==> config.mk <==
export PLATFORM = sky130hd
export DESIGN_NAME = cpu_phase_gen
export DESIGN_NICKNAME = d
export VERILOG_FILES = /design/src/rtl/cpu_phase_gen.sv
export SDC_FILE = /design/constraint.sdc
export NUM_CORES = 1
export LEC_CHECK = 0
export BUFFER_PORTS_ARGS = -buffer_cell sky130_fd_sc_hd__buf_2
export CORE_AREA = 2 2 39 41
export CTS_CLUSTER_SIZE = 14
export DETAILED_ROUTE_END_ITERATION = 8
export DIE_AREA = 0 0 41 43
export GPL_TIMING_DRIVEN = 0
export HOLD_SLACK_MARGIN = 0.15
export SLEW_MARGIN = 20
export SYNTH_ARGS = -nofsm -noshare
export SYNTH_HDL_FRONTEND = slang
export SYNTH_SLANG_ARGS = --single-unit
==> constraint.sdc <==
create_clock -name clk -period 4.7 [get_ports clk]
set_input_delay 0.94 -clock clk [delete_from_list [all_inputs] [get_ports clk]]
set_output_delay 0.94 -clock clk [all_outputs]
set_load 0.005 [all_outputs]
==> src/rtl/cpu_phase_gen.sv <==
module cpu_phase_gen #(
  parameter int TICKS_PER_CYCLE = 24,
  parameter int LOW_TICKS       = 9
) (
  input  logic clk,
  input  logic rst,
  output logic m2,
  output logic in_phi2,
  output logic phi1_start,
  output logic phi2_start
);

  localparam int CW = $clog2(TICKS_PER_CYCLE);
  localparam logic [CW-1:0] LAST_TICK = CW'(TICKS_PER_CYCLE - 1);
  localparam logic [CW-1:0] RISE_TICK = CW'(LOW_TICKS);

  logic [CW-1:0] tick;

  always_ff @(posedge clk) begin
    if (rst)                 tick <= '0;
    else if (tick == LAST_TICK) tick <= '0;
    else                     tick <= tick + 1'b1;
  end

  assign m2         = !rst && (tick >= RISE_TICK);
  assign in_phi2    = m2;
  assign phi1_start = !rst && (tick == '0);
  assign phi2_start = !rst && (tick == RISE_TICK);

  // reset returns the counter to tick 0
  a_r1_reset_clears: assert property (@(posedge clk) rst |=> (tick == '0));

  // the last tick is followed by tick 0
  a_r2_wrap: assert property (@(posedge clk) disable iff (rst)
    (tick == LAST_TICK) |=> (tick == '0));

  // m2 stays high until the end of the bus cycle
  a_r3_high_holds: assert property (@(posedge clk) disable iff (rst)
    (m2 && tick != LAST_TICK) |=> m2);

  // the phi2 strobe marks a rising edge of m2
  a_r6_phi2_on_rise: assert property (@(posedge clk) disable iff (rst)
    phi2_start |-> (m2 && !$past(m2)));

  // the two strobes never coincide
  a_r7_exclusive: assert property (@(posedge clk) disable iff (rst)
    !(phi1_start && phi2_start));

endmodule

==> results.cfg <==
[status]
status = complete, no violations

[synthesis]
synth_warnings = 0
synth_area_per_cell_um2 = 8.44
synth.cell_area_um2 = 262
netlist_instances = 31
ys_seq_elements = 5
synth_seq_area_share = 0.383
synthesis.nets = 36
ys_types = 14

[sta]
fin_crit_sh = 0.583
rsz0062_at_grt = no
clock_skew_ps = 5.36
fin_crit_ps = 2740
drv_slew = 0
setup_viol = 0
slew-limit-headroom = 0.865
worst_pin_slew_ps = 202
setup_tns_ps = 0
clock.fmax_ghz = 0.365
hold_violations = 0

[clock_network]
cts-root-buf = clkbuf_4
cts_tree = yes
postCtsHoldBufs = 0
cts-resized-gates = 0
clock_path_buffers = 2
path_clk_slew_ps = 50
clk_latency_ps = 250
cts_setup_buffers = 0
cts_max_level = 1
cts_buffers = 3
clkSinkCount = 5

[power_and_ir_drop]
clockPowerShare = 0.469
p_total_uw = 111
p_int_uw = 82.7
seq_power_share = 0.430
power_density_mw_per_mm2 = 332
netSwitchingPower_uw = 27.9
leakage_uw = 0.000160
swShare = 0.252
ir_drop_uv = 104
pwr-share-comb = 0.101

[grt]
grt_max_degree = 7
antenna_found_initial = 0
track_usage = 0.0813
grt_pass1_wl_um = 897
first_global_vias = 224
grt_overflow = 0

[layout]
largest_register_ffs = 5
fill_cells = 160
area_growth_pct = 27.3
top_regs = tick (5)
final_util = 0.241
num_antenna_cells = 0
nets = 46
regMostFlops = tick
drive_above_1_share = 0.250
final_cell_mix = nor2_1, buf_2, dfxtp_1

[setup_path]
ff2ff_setup_slack_ps = 3480
max_stage_delay_ps = 470
crit_type = flop to output pin
end_kind = output pin
startpoint_type = flop
crit_path_max_fanout = 4
required_ps = 3760
crit_chain = inv_1 > ha_1 > or4_1 > a21oi_1 > nor2_1 > buf_4 > buf_2
cp_data_arrival_time_ps = 1800
crit_slowest_cell = or4_1

[placed_design]
io_buffers = 5
place.gp.congestion = 0.641
dp_hpwl_um = 356

[detailed_routing]
wire_per_inst_um = 8.61
drc = 0
drtIter0Drc = 2
dr.pass1.iters = 2
ant_nets = 0
num_vias = 237
routed_wl_um = 482
viasPerCell = 4.23

[die]
die_area_mm2 = 0.00176
io_pins = 6
die_height_um = 43
rows = 14
core-area_mm2 = 0.00138
die_w_um = 41
initial_utilization = 0.189

[run]
drv_cap = 0

[min_path]
hold_class = flop to flop
-- cell type report --
cell class,instances,area (um^2),share of cell area
buffer,1,7.51,0.0226
inverter,4,15.0,0.0451
sequential,5,100,0.301
clock buffer,4,26.3,0.0789
multi-input combinational,21,139,0.417
tap,16,20.0,0.0602
timing repair buffer,5,25.0,0.0752
-- cell usage after synthesis (all sizes together) --
master,number,area [um^2]
nand2,2,7.51
xnor2,2,17.5
or4,1,7.51
and3,2,12.5
nand3,1,5.00
dfxtp,5,100
a21oi,2,10.0
nor2,5,18.8
a41o,1,11.3
buf,1,7.51
inv,4,15.0
ha,3,37.5
or3,1,6.26
nor3,1,5.00
-- worst max-delay path, delay by kind of cell (launching register included) --
family / cells / cell delay [ps]
AO/OA/AOI/OAI: 1 / 150
adder cells (fa/ha/maj): 1 / 200
buffers and inverters: 3 / 310
flip-flops: 1 / 360
AND/OR/NAND/NOR: 2 / 530
-- metrics by stage --
stage	worst slack, ps	instance area (um^2)	hold WS [ps]	cells
floorplan	2400	262	451	31
global placement	2250	307	475	52
detailed placement	2230	307	490	52
CTS	1960	333	501	56
global route	1840	333	519	56
finish	1960	333	499	56
-- worst paths after layout --
kind            from  endpoint  cells past startpoint
min reg2reg  tick[0]   tick[0]                      1
max          tick[1]        m2                      7
min          tick[0]   tick[0]                      1
max reg2reg  tick[0]   tick[4]                      4
-- cell families after synthesis --
family	count (synthesis)	synth area share
AOI/OAI and AO/OA	3	0.0813
xor gates and xnor gates	2	0.0670
adders and majority gates	3	0.144
buffers and inverters	5	0.0861
DFF	5	0.383
and+or+nand+nor	13	0.239
-- power groups by stage --
stage	logic, uW	registers [uW]	clock network, uW
CTS	11.4	47.5	53.9
global placement	10.8	48.2	0
finish	11.2	47.5	51.8
global route	13.4	47.8	55.1
floorplan	7.80	47.7	0
detailed placement	11.3	48.3	0
-- layer usage --
layer  wire length, um  global-route usage  vias up  share of wire
li1                  -                   -      120              -
met1               224              0.0868      106           0.46
met2               192               0.103        7           0.40
met3                36              0.0314        4          0.075
met4                27               0.100        0          0.056
met5                 0                   0        -              0
Power figures use the tool's default switching activity.
